==> src/rtl/plg_pkg.sv <==
package plg_pkg;
   localparam int PLG_NCH = 2;

   // Release qualifier: inputs strictly complementary.
   function automatic logic plg_split(input logic a, input logic b);
      return a ^ b;
   endfunction
endpackage

==> src/rtl/plg_idle_timer.sv <==
module plg_idle_timer #(
   parameter int TMO_W = 16
) (
   input  logic             clk,
   input  logic             rst_n,
   input  logic             tim_a,
   input  logic             tim_b,
   input  logic             armed,
   input  logic             latched,
   input  logic [TMO_W-1:0] limit,
   output logic             expire
);
   localparam int CW = TMO_W + 1;

   initial assert (TMO_W >= 2 && TMO_W <= 32)
      else $error("plg_idle_timer: TMO_W out of range");

   logic [TMO_W-1:0] cnt;
   logic [CW-1:0]    cnt_inc;
   logic             run;

   assign run     = armed & tim_a & tim_b & ~latched;
   assign cnt_inc = {1'b0, cnt} + CW'(1);
   assign expire  = run & (cnt_inc >= {1'b0, limit});

   always_ff @(posedge clk or negedge rst_n) begin
      if (!rst_n)                cnt <= '0;
      else if (!run || expire)   cnt <= '0;
      else                       cnt <= cnt_inc[TMO_W-1:0];
   end

   assert_run_breaks_R2: assert property (@(posedge clk) disable iff (!rst_n)
      !(tim_a && tim_b) |=> cnt == '0);
   assert_idle_zero_R8: assert property (@(posedge clk) disable iff (!rst_n)
      !armed |=> cnt == '0);
   assert_no_wrap_R3: assert property (@(posedge clk) disable iff (!rst_n)
      (run && !expire) |=> cnt != '0);
endmodule

==> src/rtl/plg_pd_latch.sv <==
module plg_pd_latch
   import plg_pkg::*;
(
   input  logic clk,
   input  logic rst_n,
   input  logic expire,
   input  logic ref_low,
   input  logic tim_a,
   input  logic tim_b,
   output logic latched,
   output logic restart
);
   logic release_now;

   assign release_now = latched & ref_low & plg_split(tim_a, tim_b);

   always_ff @(posedge clk or negedge rst_n) begin
      if (!rst_n) begin
         latched <= 1'b0;
         restart <= 1'b0;
      end else begin
         restart <= release_now;
         if (release_now)  latched <= 1'b0;
         else if (expire)  latched <= 1'b1;
      end
   end

   assert_set_cause_R3: assert property (@(posedge clk) disable iff (!rst_n)
      $rose(latched) |-> $past(expire));
   assert_release_cond_R5: assert property (@(posedge clk) disable iff (!rst_n)
      $fell(latched) |-> $past(ref_low && (tim_a != tim_b)));
   assert_restart_single_R6: assert property (@(posedge clk) disable iff (!rst_n)
      restart |=> !restart);
   assert_restart_edge_R6: assert property (@(posedge clk) disable iff (!rst_n)
      restart |-> (!latched && $past(latched)));
endmodule

==> src/rtl/pulse_loss_guard.sv <==
module pulse_loss_guard
   import plg_pkg::*;
#(
   parameter int TMO_W = 16,
   parameter int NCH   = PLG_NCH
) (
   input  logic             clk,
   input  logic             rst_n,
   input  logic             tim_a,
   input  logic             tim_b,
   input  logic             ref_armed,
   input  logic             ref_low,
   input  logic [TMO_W-1:0] idle_limit,
   output logic             drv_hiz,
   output logic [NCH-1:0]   sink_en,
   output logic             ref_dump,
   output logic             restart
);
   initial assert (NCH == PLG_NCH)
      else $error("pulse_loss_guard: NCH must match the two timing inputs");

   logic expire;
   logic latched;

   plg_idle_timer #(.TMO_W(TMO_W)) u_timer (
      .clk     (clk),
      .rst_n   (rst_n),
      .tim_a   (tim_a),
      .tim_b   (tim_b),
      .armed   (ref_armed),
      .latched (latched),
      .limit   (idle_limit),
      .expire  (expire)
   );

   plg_pd_latch u_latch (
      .clk     (clk),
      .rst_n   (rst_n),
      .expire  (expire),
      .ref_low (ref_low),
      .tim_a   (tim_a),
      .tim_b   (tim_b),
      .latched (latched),
      .restart (restart)
   );

   assign drv_hiz  = latched;
   assign ref_dump = latched;

   for (genvar ch = 0; ch < NCH; ch++) begin : g_sink
      assign sink_en[ch] = latched;
   end

   assert_disarmed_hold_R1: assert property (@(posedge clk) disable iff (!rst_n)
      (!ref_armed && !drv_hiz) |=> !drv_hiz);
   assert_latched_stays_R5: assert property (@(posedge clk) disable iff (!rst_n)
      (drv_hiz && !(ref_low && (tim_a ^ tim_b))) |=> drv_hiz);
endmodule

==> config.mk <==
export PLATFORM = sky130hd
export DESIGN_NAME = pulse_loss_guard
export DESIGN_NICKNAME = d
export VERILOG_FILES = /design/src/rtl/plg_pkg.sv /design/src/rtl/plg_idle_timer.sv /design/src/rtl/plg_pd_latch.sv /design/src/rtl/pulse_loss_guard.sv
export SDC_FILE = /design/constraint.sdc
export NUM_CORES = 1
export LEC_CHECK = 0
export BUFFER_PORTS_ARGS = -buffer_cell sky130_fd_sc_hd__buf_2
export CORE_ASPECT_RATIO = 0.9
export CORE_MARGIN = 2
export CORE_UTILIZATION = 59
export CTS_CLUSTER_DIAMETER = 120
export CTS_CLUSTER_SIZE = 10
export DETAILED_ROUTE_END_ITERATION = 7
export GPL_TIMING_DRIVEN = 0
export PLACE_DENSITY = 0.81
export SYNTH_ARGS = -nofsm -noshare
export SYNTH_HDL_FRONTEND = slang
export SYNTH_SLANG_ARGS = --single-unit
==> constraint.sdc <==
create_clock -name clk -period 6.4 [get_ports clk]
set_clock_uncertainty 0.1 [all_clocks]
set_input_delay 0.32 -clock clk [delete_from_list [all_inputs] [get_ports clk]]
set_output_delay 0.32 -clock clk [all_outputs]
set_load 0.03 [all_outputs]
# Yosys cells after proc, flatten, opt, wreduce, memory -nomap -nowiden

Index checks and enable logic that the tools add are counted.

Add/sub/neg operators: 1
Muxes and demuxes: 3
Bitwise logic cells: 8
Magnitude comparators: 1
Reductions and logical operators: 3

Operator list:

| operator              | count |
|---|---|
| $add 16x1->17 const B | 1 |
| $ge 17x16->1          | 1 |
| $mux 16               | 1 |
| $and 1x1->1           | 6 |
| $mux 1                | 2 |
| $reduce_bool 2->1     | 1 |
| $logic_not 1->1       | 1 |
| $logic_or 1x1->1      | 1 |
| $not 1->1             | 1 |
| $xor 1x1->1           | 1 |

Register bits after elaboration: 18
Input bits: 22

# Logic depth before layout (Yosys ltp)

Depth after elaboration: 6
Mapped depth: 11

# Cells and area by module

A second synthesis with hierarchy kept.

Cells, all modules: 143
Area total of the unflattened synthesis: 1,327.5 um^2

Modules (own cells, without submodules):

| module           | cells each | area an instance (um^2) | instances |
|---|---|---|---|
| plg_idle_timer   | 134        | 1,229.9                 | 1 |
| plg_pd_latch     | 6          | 75.1                    | 1 |
| pulse_loss_guard | 3          | 22.5                    | 1 |

# Least setup slack after synthesis

OpenSTA, ideal clock, no wires.

Path kind: reg-to-reg
Start point: reg u_timer.cnt[0]
End point: reg u_timer.cnt[10]
Setup slack: 3.785 ns
Cell stages (with the launch flop): 12
Setup time: 0.082 ns
Path buffers: 1
Arrival time: 2.433 ns
Cells stage by stage: dfrtp_1 ha_1 nand4_2 nor3_1 xor2_1 ha_1 nand4_1 nor4_1 nor4_1 o211ai_2 buf_6 nor3b_2

Word-level cells in the longest chain between the ends: 5

Ends and longest elaborated chain:

| item                   | RTL line             | source |
|---|---|---|
| from (decl)            | plg_idle_timer.sv:18 | `logic [TMO_W-1:0] cnt;` |
| from (signal assigned) | plg_idle_timer.sv:29 | `else cnt <= cnt_inc[TMO_W-1:0];` |
| $add 16x1->17 *        | plg_idle_timer.sv:23 | `assign cnt_inc = {1'b0, cnt} + CW'(1);` |
| $ge 17x16->1           | plg_idle_timer.sv:24 | `assign expire = run & (cnt_inc >= {1'b0, limit});` |
| $and 1x1->1            | plg_idle_timer.sv:24 |  |
| $logic_or 1x1->1       | plg_idle_timer.sv:28 | `else if (!run \|\| expire) cnt <= '0;` |
| $mux 16 *              | plg_idle_timer.sv:28 |  |

Every way passes the cells marked *; elsewhere a longest branch is shown, timed or not.
A chain may end at the register's enable or synchronous reset.

# Worst setup path after layout

Start point: reg u_timer.cnt[0]
End point: reg u_timer.cnt[12]

Same word-level chain as after synthesis.

==> run summary <==
The run finished with clean final reports. The adder and majority cell fraction of the synthesized area was 14.93%. The boundary pin count was 27.

The first-pass GRT wire length is 4.850 mm. Sequential cells were found to cover 31.61% of the synthesized design area. Of all cell types, the one taking the most synthesized area is dfrtp_1. The slowest stage of the critical path is the dfrtp_1 cell.

Synthesis inferred 18 register bits. Per report_power, the clock group accounts for 27.2% of the total. Entering global routing, the biggest net connects 19 pins. The share of total power consumed by net switching was 22.62%; the internal reg-to-reg setup slack was 3.23 ns. The share of post-route cells with drive strength above 1 came out at 28.81%. TritonCTS built the clock tree. No sink is reached through more buffers than the 2 on the longest clock path.

The synthesized design contains 0 enable-type register cells. Type of the worst min-delay path: in -> reg. The detail route stage leaves a number of antenna-violating nets equal to 0.

Setup repair after global routing left no endpoint under its margin. The largest single stage delay on the critical path is 0.48 ns. The proportion of netlist area held by the largest area contributor is 31.61%. The data arrival time of the critical path is 3.27 ns. Summed over all nets, the half-perimeter wirelength after detailed placement is 2.434 mm. Cell family contributing the most delay on the critical path: simple AND/OR/NAND/NOR gates.

Dividing total power by cell area gives a power density of 116.0 nW/um^2. The most common cell after layout, fill and taps aside was buf_2. Setup violations remaining at the end of the flow were counted as 0.

The synthesized area per cell is 9.695 um^2. Across all setup checks in the final design, the least slack found is 3.227 ns. The combinational share of power was 11.9%; the maximum net fanout on the critical path was 10.

The library cells used most frequently in the layout, excluding fill and tap cells, are buf_2 (26), inv_1 (19), dfrtp_1 (18), ha_1 (17), xor2_1 (11). The tools report the type of destination of the critical path as a register. Hold is met by 0.1871 ns. The standby leakage power came out at 0.8687 nW.

The die outline width was 55.81 um; the signed area change from the synthesized netlist to the final layout was 13.78%. The number of warnings printed during yosys synthesis came out at 0. The endpoint identified for the worst register-to-register timing path is u_timer.cnt[12].

The synthesized netlist occupies a cell area of 1425 um^2. For the post-cts hold buffer count, the log shows 1. The synthesized net count was 186. The total net switching power is 0.04253 mW. The worst hold path begins at ref_low.

The number of global-route vias before repair was 1100. The peak clock frequency supported by timing is 315.1 MHz, and the simple-gate share of the synthesized area is 27.92%. The run gives 2825 um^2 as the die outline area. Height of the die: 50.63 um.

The combinational family with the most area after synthesis was simple AND/OR/NAND/NOR gates. The sort of element at the start of the critical path was a register. The first detailed-routing pass ran for 4 iterations.

The logs give 2222 um^2 for the area inside the core boundary and 0 for the antenna diode instance count. IR analysis of the VDD net gives a maximum drop of 0.1154 mV. The number of cells traversed by the worst hold path came out at 2. The fraction of synthesis flops using an asynchronous set or reset pin works out to 100.0%. The via count normalized by instance count came out at 5.824. The synthesized netlist devotes 8.692% of its cell area to compound gates.

For this configuration, the core starts out at a cell density of 64.13%. The number of buffer and inverter instances along the worst setup path is 1, and the total wire length is 2.920 mm. For this run, design rule violations remaining after detail routing come to 0. Setup total negative slack on the finished layout was measured at 0 ns. After floorplanning, the core was divided into 16 placement rows.

The number of pins exceeding their max-slew limit in the final report is 0, and the CTS H-tree depth is 1. The CTS sink count is 18, and the transition time of the tightest slew-check pin is 0.6583 ns. The most used flip-flop cell after synthesis is dfrtp_1.

After synthesis, the share of cell area in mux cells is 0%. The critical path is of the reg -> reg type. The run gives 0 as the final number of hold-violating endpoints. The run gives 1188 as the number of vias after detailed routing. The worst pin sits at a relative slew slack of 56.11%. The clock-pin slew of the registers on the worst-case setup and hold paths works out to 0.09 ns. At the placement stage, the worst setup path has a slack of 3.272 ns. The final layout contains 218 nets. The later pin in the worst-skew pair is clocked with a latency of 0.28 ns. The worst register-to-register path begins at u_timer.cnt[0]. Clock root buffer: clkbuf_4. The number of antenna violations at the first check in global routing came out at 0. The leftover overflow at the end of global routing came out at 0. The critical path goes through ha_1, nand4_2, nor3_1, xor2_1, ha_1, nand4_1, nor4_1, nor4_1, o211ai_2, buf_6, nor3b_2. The global router's overall resource usage is 22.14%. The worst hold path terminates at u_latch.restart. In the finished design, the share of the clock period the worst path needs comes to 49.58%. The tools report the weighted congestion reported at the end of routability-driven placement as 0.8635. By area the synthesized netlist is led by dfrtp_1 (32%), ha_1 (15%), nor3b_2 (7.0%).

The detailed router finished its first iteration with 50 violations. The total clock buffers created by CTS was 3; the internal power contribution was 0.1455 mW. The minimum clock period after layout is 3.173 ns. Measured in cells, the most critical reg-to-reg path has a length of 11. Number of max-capacitance violations reported: 0.

The required arrival time at the worst endpoint was 6.50 ns; the count of input and output buffers was 26. The number of gates resized after CTS was 0. The synthesized-area fraction occupied by xor and xnor cells was 9.219%; the buffers inserted during post-CTS setup optimization was 0. After technology mapping, the gate count stands at 147. The detail-routed net length per standard cell is 14.31 um, and the post-route core utilization is 72.97%. In this run, flip-flops and latches consume 60.9% of the power.

The number of different library cells used by synthesis comes to 32.
==> cell type report <==
class                           instances  area, um^2
Inverter                               19       71.32
Tap cell                               27       33.78
Fill cell                             166       600.6
Multi-Input combinational cell        105       865.8
Buffer                                  5       37.54
Clock buffer                            3       22.52
Timing Repair Buffer                   27       140.1
Sequential cell                        18       450.4
==> worst max-delay path by stage <==
stage          cells past startpoint            from  slack, ns               to
5_1_grt                           11  u_timer.cnt[0]       3.02  u_timer.cnt[12]
2_1_floorplan                     11  u_timer.cnt[0]       3.78  u_timer.cnt[10]
4_1_cts                           11  u_timer.cnt[0]       3.24  u_timer.cnt[12]
6_report                          11  u_timer.cnt[0]       3.23  u_timer.cnt[12]
3_5_place_dp                      11  u_timer.cnt[0]       3.27  u_timer.cnt[12]
3_3_place_gp                      11  u_timer.cnt[0]       3.43  u_timer.cnt[14]
==> metrics by stage <==
| step | power, mW | cell area (um^2) | std cells |
|---|---|---|---|
| 6_report | 0.1880 | 1622 | 204 |
| 5_1_grt | 0.1978 | 1622 | 204 |
| 4_1_cts | 0.1894 | 1622 | 204 |
| 3_5_place_dp | 0.1389 | 1589 | 200 |
| 3_3_place_gp | 0.1372 | 1589 | 200 |
| 2_1_floorplan | 0.1267 | 1425 | 147 |
==> worst register-to-register path, stage by stage, from the launching register on <==
cell and delay [ns]:
dfrtp_1 0.48, ha_1 0.26, nand4_2 0.19, nor3_1 0.29, xor2_1 0.27, ha_1 0.30, nand4_1 0.15, nor4_1 0.08
nor4_1 0.28, o211ai_2 0.27, buf_6 0.23, nor3b_2 0.18
==> logic make-up after synthesis <==
logic type	Yosys count
and+or+nand+nor	59
buffers and inverters	24
DFF	18
adders and majority gates	17
xor gates and xnor gates	15
AOI/OAI and AO/OA	14
==> power by group through the flow <==
stage          registers [mW]  clock network (mW)  logic [mW]
6_report                0.115              0.0511      0.0224
5_1_grt                 0.115              0.0576      0.0256
4_1_cts                 0.115              0.0522      0.0227
3_5_place_dp            0.117                   0      0.0221
3_3_place_gp            0.117                   0      0.0205
2_1_floorplan           0.117                   0      0.0102
==> layer usage <==
layer,wire [um],track usage [%]
met1,1293,29.76
met2,1344,37.10
met3,234,2.062
met4,47,8.537
met5,0,0
==> synth_stat cells (2+ instances only) <==
master    n
a21oi_2   2
nor4_1    3
nand2_1   6
nor2_1    9
a21oi_1   2
xnor2_1   4
xor2_1   11
nand3_2   2
ha_1     17
and3_1    3
nand4_1   9
o21ai_0   2
nor3_1    5
dfrtp_1  18
nand3_1   6
nor3b_2   8
inv_1    19
nor3b_1   5
buf_4     3
==> state kept, by name (all words and copies together) (netlist names) <==
register         cells
u_latch.restart      1
u_latch.latched      1
u_timer.cnt         16
Note: power is estimated with default switching activity, not from simulation.
